File: config.mk
export PLATFORM = sky130hd
export DESIGN_NAME = sticky_press_flag
export DESIGN_NICKNAME = d
export VERILOG_FILES = /design/src/rtl/spf_pkg.sv /design/src/rtl/spf_sync.sv /design/src/rtl/spf_qual.sv /design/src/rtl/spf_flag.sv /design/src/rtl/sticky_press_flag.sv
export SDC_FILE = /design/constraint.sdc
export NUM_CORES = 1
export LEC_CHECK = 0
export ABC_AREA = 1
export ABC_CLOCK_PERIOD_IN_PS = 2000
export BUFFER_PORTS_ARGS = -buffer_cell sky130_fd_sc_hd__clkbuf_2
export CAP_MARGIN = 20
export CORE_AREA = 2 2 39 41
export CTS_CLUSTER_SIZE = 12
export DETAILED_ROUTE_END_ITERATION = 8
export DIE_AREA = 0 0 41 43
export PLACE_DENSITY_LB_ADDON = 0.12
export SYNTH_ARGS = -nofsm -noshare
export SYNTH_HDL_FRONTEND = slang
export SYNTH_SLANG_ARGS = --single-unit
File: constraint.sdc
create_clock -name clk -period 2 [get_ports clk]
set_input_delay 0.4 -clock clk [delete_from_list [all_inputs] [get_ports clk]]
set_output_delay 0.4 -clock clk [all_outputs]
set_load 0.01 [all_outputs]
File: src/rtl/spf_pkg.sv
`timescale 1ns/1ps
package spf_pkg;
  // Fixed synchronizer depth demanded by the crossing rule.
  localparam int SYNC_DEPTH = 2;

  // Bits needed to hold values 0..n.
  function automatic int cnt_bits(input int n);
    return (n < 1) ? 1 : $clog2(n + 1);
  endfunction
endpackage

File: src/rtl/spf_sync.sv
`timescale 1ns/1ps
module spf_sync #(
  parameter int STAGES = spf_pkg::SYNC_DEPTH
) (
  input  logic clk,
  input  logic rst_n,
  input  logic d_async,
  output logic q_sync
);
  logic [STAGES-1:0] chain = '0;

  always_ff @(posedge clk or negedge rst_n) begin
    if (!rst_n) chain <= '0;
    else        chain <= {chain[STAGES-2:0], d_async};
  end

  assign q_sync = chain[STAGES-1];
endmodule

File: src/rtl/spf_qual.sv
`timescale 1ns/1ps
module spf_qual #(
  parameter int QUAL_CYCLES = 4
) (
  input  logic clk,
  input  logic rst_n,
  input  logic lvl,
  input  logic hold,
  output logic hit
);
  localparam int CW = spf_pkg::cnt_bits(QUAL_CYCLES);
  localparam logic [CW-1:0] LAST = CW'(QUAL_CYCLES - 1);

  logic [CW-1:0] run_cnt = '0;

  // run_cnt = number of earlier consecutive high edges, capped at LAST
  always_ff @(posedge clk or negedge rst_n) begin
    if (!rst_n)               run_cnt <= '0;
    else if (hold)            run_cnt <= run_cnt;
    else if (!lvl)            run_cnt <= '0;
    else if (run_cnt != LAST) run_cnt <= run_cnt + 1'b1;
  end

  assign hit = lvl && !hold && (run_cnt == LAST);
endmodule

File: src/rtl/spf_flag.sv
`timescale 1ns/1ps
module spf_flag (
  input  logic clk,
  input  logic rst_n,
  input  logic set_req,
  output logic flag,
  output logic pulse
);
  logic flag_q  = 1'b0;
  logic pulse_q = 1'b0;

  always_ff @(posedge clk or negedge rst_n) begin
    if (!rst_n) begin
      flag_q  <= 1'b0;
      pulse_q <= 1'b0;
    end else begin
      flag_q  <= flag_q | set_req;
      pulse_q <= set_req & ~flag_q;
    end
  end

  assign flag  = flag_q;
  assign pulse = pulse_q;
endmodule

File: src/rtl/sticky_press_flag.sv
`timescale 1ns/1ps
module sticky_press_flag #(
  parameter int QUAL_CYCLES = 4
) (
  input  logic clk,
  input  logic rst_n,
  input  logic btn_in,
  output logic flag_o,
  output logic set_pulse_o
);
  logic sync_lvl;
  logic qual_hit;
  logic flag_int;

  spf_sync #(.STAGES(spf_pkg::SYNC_DEPTH)) u_sync (
    .clk    (clk),
    .rst_n  (rst_n),
    .d_async(btn_in),
    .q_sync (sync_lvl)
  );

  spf_qual #(.QUAL_CYCLES(QUAL_CYCLES)) u_qual (
    .clk  (clk),
    .rst_n(rst_n),
    .lvl  (sync_lvl),
    .hold (flag_int),
    .hit  (qual_hit)
  );

  spf_flag u_flag (
    .clk    (clk),
    .rst_n  (rst_n),
    .set_req(qual_hit),
    .flag   (flag_int),
    .pulse  (set_pulse_o)
  );

  assign flag_o = flag_int;
endmodule

Word-level counts from Yosys, hierarchy flattened
Index checks and enable logic that the tools add are counted.
{"block": "classes", "addsub": 1, "n_eq_ne": 3, "mux": 2, "bitwise_logic": 3, "n_reduce_logical": 4}
{"operator": "2-to-1 mux 3 bit", "n": 2}
{"operator": "adder 3 x 1 -> 3 bit, second input constant", "n": 1}
{"operator": "== test 3 x 2 -> 1 bit, second input constant", "n": 1}
{"operator": "inequality test 3 x 2 -> 1 bit, second input constant", "n": 1}
{"operator": "logical AND 1 bit", "n": 2}
{"operator": "inequality test 2 x 1 -> 1 bit, second input constant", "n": 1}
{"operator": "AND reduction 2 bit", "n": 1}
{"operator": "bitwise AND 1 bit", "n": 1}
{"operator": "logical NOT 1 bit", "n": 1}
{"operator": "NOT 1 bit", "n": 1}
{"operator": "OR 1 bit", "n": 1}
{"block": "totals", "regBits": 7, "output_inout_bits": 2, "wordCells": 17}

Longest topological paths before layout
Gate-level depths: netlist (run 1).
{"block": "logic_depth", "depth_word": 4, "ltp_mapped": 6, "depth_no_buf": 6}

By module
From an unflattened synthesis (run 1), not the netlist that was laid out.
{"block": "unflattened", "cells_unflattened": 30, "hier_area_um2": 289.0}
{"mod": "spf_qual", "instances": 1, "cells_each": 22, "area_each_um2": 173.9, "seq_area_each_um2": 75.1}
{"mod": "spf_flag", "instances": 1, "cells_each": 6, "area_each_um2": 65.1, "seq_area_each_um2": 50.0}
{"mod": "spf_sync", "instances": 1, "cells_each": 2, "area_each_um2": 50.0, "seq_area_each_um2": 50.0}

Worst setup path before layout (run 1)
OpenSTA, ideal clock, no wires.
{"block": "synth_path", "path_kind": "reg2reg", "start": "reg u_qual.run_cnt[0]", "end": "reg u_qual.run_cnt[1]", "setup_ns": 0.118, "arrival_time_ns": 1.003, "path_slack_ns": 0.879, "path_stages_with_launch": 7, "n_path_buf": 0, "path_cell_list": "dfrtp_1 > ha_1 > ha_1 > nand2_2 > nand2_2 > nand2_1 > nand2_1"}
{"block": "synth_between", "elab_chain_len": 3, "elab_cells_between_ends": 6}
{"item": "start, declared", "line_no": "spf_qual.sv:14", "source": "logic [CW-1:0] run_cnt = '0;"}
{"item": "start signal, assigned", "line_no": "spf_qual.sv:19", "source": "else if (hold) run_cnt <= run_cnt;"}
{"item": "start signal, assigned", "line_no": "spf_qual.sv:21", "source": "else if (run_cnt != LAST) run_cnt <= run_cnt + 1'b1;"}
{"item": "adder 3 x 1 -> 3 bit / inequality test 3 x 2 -> 1 bit (equally long branches)", "line_no": "spf_qual.sv:21"}
{"item": "2-to-1 mux 3 bit / inequality test 2 x 1 -> 1 bit (equally long branches)"}
{"item": "2-to-1 mux 3 bit / AND reduction 2 bit (equally long branches)"}
Several ways; a longest one is shown, not always the timed one. The select of a mux whose other input is x is not followed.
A chain may end at the register's enable or synchronous reset.

Worst setup path in the final report (run 1)
{"block": "layout_path", "start": "reg u_qual.run_cnt[0]", "end": "reg u_qual.run_cnt[0]"}
Same word-level chain as after synthesis.

==> summary.md, run 1 <==
| Metric | Value |
|---|---|
| Status | `complete, no violations` |
| Post-synth top area cell | `dfrtp_1` |
| Delay of the slowest cell on the worst path | `390 ps` |
| Reg-to-Reg End | `u_qual.run_cnt[0]` |
| Hold buffer count at CTS | `1` |
| Power Density | `1245 nW/um^2` |
| Vias in the first global route | `168` |
| Largest cells by area after synthesis | `dfrtp_1 (64%), ha_1 (9.1%), nand2_1 (8.2%), nand2_2 (4.6%), nor2_1 (4.1%)` |
| Unrepaired setup endpoints after global routing | `no` |
| Worst-path fanout max | `5` |
| Number of library cell types mapped by synthesis | `9` |
| Synthesis-stage register bit count | `7` |
| Worst Setup End Kind | `flop` |
| Count leader, synth | `dfrtp_1` |
| Worst-path clk slew | `50 ps` |
| DP Worst Slack | `794.9 ps` |
| Worst Hold Class | `input pin to flop` |
| Vias/cell | `3.824` |
| CP top delay family | `flip-flops` |
| Clock Path Buffers | `2` |
| IO Count | `5` |
| Die W | `41 um` |
| Setup Buffers After CTS | `0` |
| Die area | `1763 um^2` |
| Fmax | `0.8302 GHz` |
| CP Data Arrival Time | `1340 ps` |
| Yosys top cell area share | `63.93%` |
| Post-layout minimum cycle time | `1205 ps` |
| Final core occ | `25.32%` |
| Worst skew pair latency | `250 ps` |
| Reg2Reg Setup Slack | `800 ps` |
| Grt ovf | `0` |
| Top sig layer | `met4` |
| Worst r2r src | `u_qual.run_cnt[0]` |
| Metal2 WL | `146 um` |
| DR iter-0 viols | `7` |
| Met3 wire len | `52 um` |
| Multi-input combinational cell area | `87.58 um^2` |
| Hold Crit Depth | `1` |
| Syn_nets | `31` |
| CTS buffer count | `3` |
| Initial antenna violation count | `0` |
| Critical Path Source Type | `flop` |
| TritonRoute pass-1 iters | `2` |
| Commonest cells in the synthesized netlist | `dfrtp_1 (7), nand2_1 (6), nor2_1 (3)` |
| Global-route wire length before repair | `724 um` |
| Synth warnings | `0` |
| Clock Skew | `7.010 ps` |
| Ant diodes | `0` |
| Req. time, crit path | `2140 ps` |
| Main synth FF type | `dfrtp_1` |
| Leak | `0.1855 nW` |
| HPWL after DPL | `330 um` |
| R2r worst-path depth | `6` |
| Hold Fails Final Rpt | `0` |
| Worst Slack Setup Final | `795.5 ps` |
| Ys async rst share | `100.0%` |
| Worst setup path class | `flop to flop` |
| Crit share post-route | `60.23%` |
| Synthesized cell area | `274.0 um^2` |
| Synthesized netlist cell count | `26` |
| CTS tree | `built` |
| Nets | `41` |
| Critical Path, Cell by Cell | `ha_1 > ha_1 > nand2_2 > nand2_2 > nand2_1 > nand2_1` |
| Worst Hold Path EP | `u_sync.chain[0]` |
| Fillers | `151` |
| RD Place Congestion | `0.7092` |
| Reg area | `175.2 um^2` |
| Hold_sp | `btn_in` |
| Setup TNS | `0 ps` |
| Die span in y | `43 um` |
| Initial core utilization | `19.80%` |
| Fraction of layout cells with a size suffix above 1 | `28.57%` |
| CORE AREA | `1384 um^2` |
| WL per Instance | `8.471 um` |
| Buf+Inv Stages, Crit Path | `0` |
| Via count | `195` |
| Clock sink count | `7` |
| Worst-margin pin slew | `176.3 ps` |
| # rows | `14` |
| Max-cap violations | `0` |
| WL final | `432 um` |
| Clock root buffer | `clkbuf_4` |
| Met1 WL | `207 um` |
| Post-route ant nets | `0` |
| Fin. max-slew vios | `0` |
| # DRC | `0` |
| Largest net degree at the start of global routing | `8` |
| Rel. slew slack | `88.24%` |
| EDFF count, synth | `0` |
| Max stage delay cell, worst path | `dfrtp_1` |
| Avg Synthesized Cell Area | `10.54 um^2` |
| Total Routing Usage GR | `7.064%` |
| Buffers on Ports | `4` |
| PnR Total Power | `0.4361 mW` |
| Area Growth Syn to Fin | `27.85%` |
| H-tree depth | `1` |
| Resized cells post-CTS | `0` |
| Setup Viol. Count Final | `0` |
| Max VDD drop | `435.3 uV` |
| Sequential area share after synthesis | `63.93%` |
[area by class of cell]
class / instances / share of cell area [%]
sequential: 7 / 50.00
multi-input combinational: 16 / 25.00
inverter: 3 / 3.214
tap: 16 / 5.714
clock buffer: 4 / 7.500
timing repair buffer: 5 / 8.571
[cell families after synthesis]
kind of cell / count (synthesis) / synth area share, %
buf+inv: 3 / 4.109
flops: 7 / 63.93
simple gates: 14 / 22.83
fa+ha+maj: 2 / 9.131
[state kept, by name, indices dropped and copies added (netlist names)]
name            flops
u_qual.run_cnt      3
u_sync.chain        2
u_flag.flag         1
u_flag.pulse        1
[cell usage in the layout (no fill, tap or decap)]
cell type / synthesis / routed
nor2_1: 3 / 3
dfrtp_1: 7 / 7
clkbuf_4: 0 / 3
inv_2: 1 / 1
clkbuf_1: 0 / 1
ha_1: 2 / 2
nand2_2: 2 / 2
dlygate4sd3_1: 0 / 1
nand4_1: 1 / 1
clkbuf_2: 0 / 4
inv_1: 2 / 2
nand2_1: 6 / 6
nand3_1: 2 / 2
[metrics by stage]
step | hold WS, ps | cell area, um^2 | cells
after global routing | 242.4 | 350.3 | 51
after global placement | 244.2 | 314.1 | 46
after floorplan | 104.4 | 274.0 | 26
final | 254.1 | 350.3 | 51
after detailed placement | 247.2 | 314.1 | 46
after CTS | 244.9 | 350.3 | 51
[worst max path at each step]
stage	start	endpoint	slack (ps)	depth (start not counted)
floorplan	u_qual.run_cnt[0]	u_qual.run_cnt[1]	880	6
finish	u_qual.run_cnt[0]	u_qual.run_cnt[0]	800	6
global route	u_qual.run_cnt[0]	u_qual.run_cnt[1]	700	6
global placement	u_qual.run_cnt[0]	u_qual.run_cnt[1]	780	6
CTS	u_qual.run_cnt[0]	u_qual.run_cnt[0]	790	6
detailed placement	u_qual.run_cnt[0]	u_qual.run_cnt[0]	790	6
[worst reg2reg max path, stage by stage, from the launching register on]
cell and delay [ps]:
dfrtp_1 390, ha_1 200, ha_1 190, nand2_2 110, nand2_2 90, nand2_1 60
nand2_1 50
[routing by layer]
metal  global-route usage [%]  up-vias
met5                        0        -
met4                    8.000        0
met3                    6.283        5
met2                    6.563        8
met1                    8.170       82
li1                         -      100
[power breakdown]
group / total [mW] / switching, mW / internal, mW / leakage, nW
logic: 0.104 / 0.0620 / 0.0421 / 0.0828
registers: 0.203 / 0.0259 / 0.177 / 0.0877
clock network: 0.129 / 0.0531 / 0.0762 / 0.0150
Note: power is estimated with default switching activity, not from simulation.
==> inputs of run 2 (changes only) <==
- ABC_CLOCK_PERIOD_IN_PS: 2000 -> 1200
- clock period: 2 -> 1.2 ns (I/O delays scaled with it)
==> summary.md, run 2 (synthesis gave the netlist of run 1 again) <==
| Metric | Value |
|---|---|
| CP Data Arrival Time | `1270 ps` |
| GRT met3 Usage | `7.853%` |
| GRT busiest layer | `met2` |
| Fraction of layout cells with a size suffix above 1 | `37.84%` |
| Die span in y | `43 um` |
| Worst-margin pin slew | `178.2 ps` |
| Hold Fails Final Rpt | `0` |
| Multi-input combinational cell area | `97.59 um^2` |
| Largest net degree at the start of global routing | `8` |
| IO Count | `5` |
| HPWL after DPL | `338.7 um` |
| Nets | `43` |
| CTS tree | `built` |
| Global routing usage on met1 | `7.213%` |
| Clock root buffer | `clkbuf_4` |
| Cell total after placement | `47` |
| Via count | `214` |
| H-tree depth | `1` |
| Worst setup path class | `flop to flop` |
| DR iter-0 viols | `6` |
| Critical Path, Cell by Cell | `ha_2 > ha_2 > nand2_4 > nand2_2 > nand2_1 > nand2_1` |
| Post-route ant nets | `0` |
| Most flops, register | `u_qual.run_cnt` |
| Met2 GRT Util | `10.00%` |
| Total Routing Usage GR | `7.273%` |
| Status | `complete, no violations` |
| Largest register FFs | `3` |
| CORE AREA | `1384 um^2` |
| Req. time, crit path | `1340 ps` |
| Buffers on Ports | `4` |
| Most common cell after layout, fill and taps aside | `dfrtp_1` |
| Critical Path Source Type | `flop` |
| Fin. max-slew vios | `0` |
| Setup TNS | `0 ps` |
| PnR Total Power | `0.7573 mW` |
| Finished Layout Cells | `53` |
| Max stage delay cell, worst path | `dfrtp_1` |
| Worst-path fanout max | `5` |
| Initial antenna violation count | `0` |
| Fillers | `146` |
| Worst Setup End Kind | `flop` |
| Reg-to-Reg End | `u_qual.run_cnt[0]` |
| # rows | `14` |
| Vias/cell | `4.038` |
| Die W | `41 um` |
| TritonRoute pass-1 iters | `4` |
| Ant diodes | `0` |
| Reg2Reg Setup Slack | `70 ps` |
| Delay of the slowest cell on the worst path | `380 ps` |
| Hold Crit Depth | `1` |
| Largest registers | `u_qual.run_cnt (3), u_sync.chain (2)` |
| Clock Path Buffers | `2` |
| Initial core utilization | `19.80%` |
| Worst skew pair latency | `250 ps` |
| Unrepaired setup endpoints after global routing | `no` |
| Rel. slew slack | `88.12%` |
| Leak | `0.2001 nW` |
| Worst Hold Class | `input pin to flop` |
| Area Growth Syn to Fin | `36.99%` |
| Crit share post-route | `94.34%` |
| Fmax | `0.8833 GHz` |
| RD Place Congestion | `0.6567` |
| Vias in the first global route | `214` |
| Clock Skew | `2.356 ps` |
| Die area | `1763 um^2` |
| # DRC | `0` |
| Finished Cell Area | `375.4 um^2` |
| Clock sink count | `7` |
| WL final | `477 um` |
| R2r worst-path depth | `6` |
| WL per Instance | `9.000 um` |
| End of the critical path | `u_qual.run_cnt[0]` |
| Grt ovf | `0` |
| Post-layout minimum cycle time | `1132 ps` |
| Setup Viol. Count Final | `0` |
| Post-DP Area | `321.6 um^2` |
| Worst-path clk slew | `50 ps` |
| Final core occ | `27.12%` |
| CTS buffer count | `3` |
| Most frequent cells in the layout | `dfrtp_1 (7), nand2_1 (6), clkbuf_2 (4)` |
| Max-cap violations | `0` |
| Reg area | `175.2 um^2` |
| Power Density | `2018 nW/um^2` |
| Setup crit start | `u_qual.run_cnt[0]` |
| Hold_sp | `btn_in` |
| Global-route wire length before repair | `779 um` |
| Max VDD drop | `799.9 uV` |
| Worst r2r src | `u_qual.run_cnt[0]` |
## run 2: worst min path at each step
stage / endpoint / slack (ps)
final: u_sync.chain[0] / 100
after detailed placement: u_flag.pulse / 90
after floorplan: u_flag.flag / -60
after global placement: u_qual.run_cnt[2] / 90
after global routing: u_sync.chain[0] / 80
after CTS: u_sync.chain[0] / 90
## run 2: what timing repair did
item | CTS | global route
hold buffers | 1 | 0
gates resized for setup | 0 | 3
setup buffers | 0 | 1
setup endpoints to repair | 0 | 3
hold endpoints to repair | 7 | 0
## run 2: stage by stage
stage / hold slack, ps / setup WS [ps]
after floorplan: -55.59 / 79.20
after global placement: 85.92 / 19.99
after detailed placement: 92.48 / 15.40
after CTS: 88.75 / 4.518
after global routing: 81.35 / 10.83
final: 95.49 / 67.94
## run 2: critical path: cells and delay by family, from the launching register on
family	cells	cell delay, ps
adder cells (fa/ha/maj)	2	360
flip-flops	1	380
AND/OR/NAND/NOR	4	280
## run 2: power breakdown
group	internal, mW	switching, mW
Sequential	0.294	0.0378
Clock	0.127	0.0861
Combinational	0.0935	0.119
Total	0.515	0.243
## run 2: routing by layer
layer | vias up | share of wire (%)
met5 | - | 0
met2 | 7 | 48
li1 | 103 | -
met3 | 0 | 9.2
met1 | 104 | 42
met4 | 0 | 0
## run 2: area by class of cell
type	count	area share, %
flip-flops and latches	7	46.67
clock buffers	4	7.000
well taps	16	5.333
inverters	3	3.000
multi-input cells	16	26.00
repair buffers	7	12.00
==> inputs of run 3 (changes only) <==
==> constraint.sdc (replaced) <==
create_clock -name clk -period 1.2 [get_ports clk]
set_input_delay 0.06 -clock clk [delete_from_list [all_inputs] [get_ports clk]]
set_output_delay 0.06 -clock clk [all_outputs]
set_load 0.01 [all_outputs]
==> summary.md, run 3 (synthesis gave the netlist of run 1 again) <==
| Metric | Value |
|---|---|
| Status | `complete, no violations` |
| Post-route ant nets | `0` |
| Finished Layout Cells | `54` |
| Initial antenna violation count | `0` |
| Global-route wire length before repair | `779 um` |
| Cell total after placement | `47` |
| Clock Skew | `4.450 ps` |
| Worst-margin pin slew | `178.2 ps` |
| Reg2Reg Setup Slack | `70 ps` |
| Vias in the first global route | `214` |
| Worst skew pair latency | `250 ps` |
| Buffers on Ports | `4` |
| Die area | `1763 um^2` |
| Vias/cell | `4.037` |
| Nets | `44` |
| Fillers | `145` |
| Power Density | `1966 nW/um^2` |
| Max stage delay cell, worst path | `dfrtp_1` |
| Crit share post-route | `94.31%` |
| Post-layout minimum cycle time | `1132 ps` |
| CP Data Arrival Time | `1270 ps` |
| Hold Fails Final Rpt | `0` |
| Clock root buffer | `clkbuf_4` |
| Max VDD drop | `789.8 uV` |
| Critical Path, Cell by Cell | `ha_2 > ha_2 > nand2_4 > nand2_2 > nand2_1 > nand2_1` |
| Fraction of layout cells with a size suffix above 1 | `36.84%` |
| Largest register FFs | `3` |
| TritonRoute pass-1 iters | `4` |
| Buf+Inv Stages, Crit Path | `0` |
| Most frequent cells in the layout | `dfrtp_1 (7), nand2_1 (6), clkbuf_2 (4)` |
| HPWL after DPL | `338.7 um` |
| Most common cell after layout, fill and taps aside | `dfrtp_1` |
| CORE AREA | `1384 um^2` |
| Clock sink count | `7` |
| DR iter-0 viols | `6` |
| Die span in y | `43 um` |
| Die W | `41 um` |
| Largest registers | `u_qual.run_cnt (3), u_sync.chain (2)` |
| Fin. max-slew vios | `0` |
| Clock Path Buffers | `2` |
| Unrepaired setup endpoints after global routing | `no` |
| Setup Viol. Count Final | `0` |
| Setup TNS | `0 ps` |
| IO Count | `5` |
| Most flops, register | `u_qual.run_cnt` |
| RD Place Congestion | `0.6567` |
| Worst-path clk slew | `50 ps` |
| Final core occ | `27.85%` |
| WL final | `475 um` |
| Worst setup path class | `flop to flop` |
| # rows | `14` |
| Worst Hold Class | `input pin to async pin` |
| Total Routing Usage GR | `7.273%` |
| Leak | `0.2042 nW` |
| CTS tree | `built` |
| H-tree depth | `1` |
| Via count | `218` |
| Initial core utilization | `19.80%` |
| Req. time, crit path | `1340 ps` |
| # DRC | `0` |
| Rel. slew slack | `88.12%` |
| Fmax | `0.8836 GHz` |
| Largest net degree at the start of global routing | `8` |
| Ant diodes | `0` |
| PnR Total Power | `0.7576 mW` |
| Grt ovf | `0` |
| CP top delay family | `flip-flops` |
| WL per Instance | `8.796 um` |
| Area Growth Syn to Fin | `40.64%` |
| CTS buffer count | `3` |
| Critical Path Source Type | `flop` |
| Max-cap violations | `0` |
| Delay of the slowest cell on the worst path | `380 ps` |
| Worst-path fanout max | `5` |
| Worst Setup End Kind | `flop` |
==> run 3: worst paths after layout <==
| kind | startpoint | end | cells after the start |
|---|---|---|---|
| min | rst_n | u_flag.flag | 2 |
| max | u_qual.run_cnt[0] | u_qual.run_cnt[0] | 6 |
| min in group clk | u_sync.chain[0] | u_sync.chain[1] | 0 |
| min reg2reg | u_sync.chain[0] | u_sync.chain[1] | 0 |
| max reg2reg | u_qual.run_cnt[0] | u_qual.run_cnt[0] | 6 |
| max in group asynchronous | rst_n | u_qual.run_cnt[0] | 2 |
==> run 3: routing by layer <==
layer  up-vias  part of all wire, %  GRT usage, %  wire length, um
met5         -                    0             0                0
met2         7                   49         10.00              232
met1       106                   42         7.213              198
met3         0                  9.3         7.853               44
li1        105                    -             -                -
met4         0                    0         2.000                0
==> run 3: what timing repair did <==
item                                    in CTS  in global routing
hold endpoints to repair                     8                  0
endpoints found under the setup margin       0                  3
setup buffers                                0                  1
gates resized for setup                      0                  3
hold buffers                                 2                  0
==> run 3: cell type report <==
class,count,area [um^2],share of cell area [%]
flip-flops and latches,7,175.2,45.45
multi-input cells,16,97.59,25.32
repair buffers,8,55.05,14.29
clock buffers,4,26.28,6.818
well taps,16,20.02,5.195
inverters,3,11.26,2.922
==> run 3: worst reg2reg max path, delay by kind of cell, from the launching register on <==
family,cells,cell delay (ps)
adders and majority gates,2,360
DFF,1,380
and+or+nand+nor,4,280
==> run 3: report_power, final <==
group	total, mW	leakage (nW)	internal [mW]	switching, mW
registers	0.332	0.0877	0.294	0.0378
clock network	0.211	0.0150	0.127	0.0839
logic	0.215	0.102	0.0956	0.119
total	0.758	0.204	0.517	0.241
==> run 3: through the flow <==
| step | area, um^2 | hold WS, ps | setup slack, ps |
|---|---|---|---|
| finish | 385.4 | 177.1 | 68.24 |
| global route | 385.4 | 196.3 | 10.83 |
| CTS | 367.9 | 186.8 | 4.518 |
| detailed placement | 321.6 | -87.52 | 15.40 |
| global placement | 321.6 | -94.08 | 19.99 |
| floorplan | 274.0 | -235.6 | 79.20 |
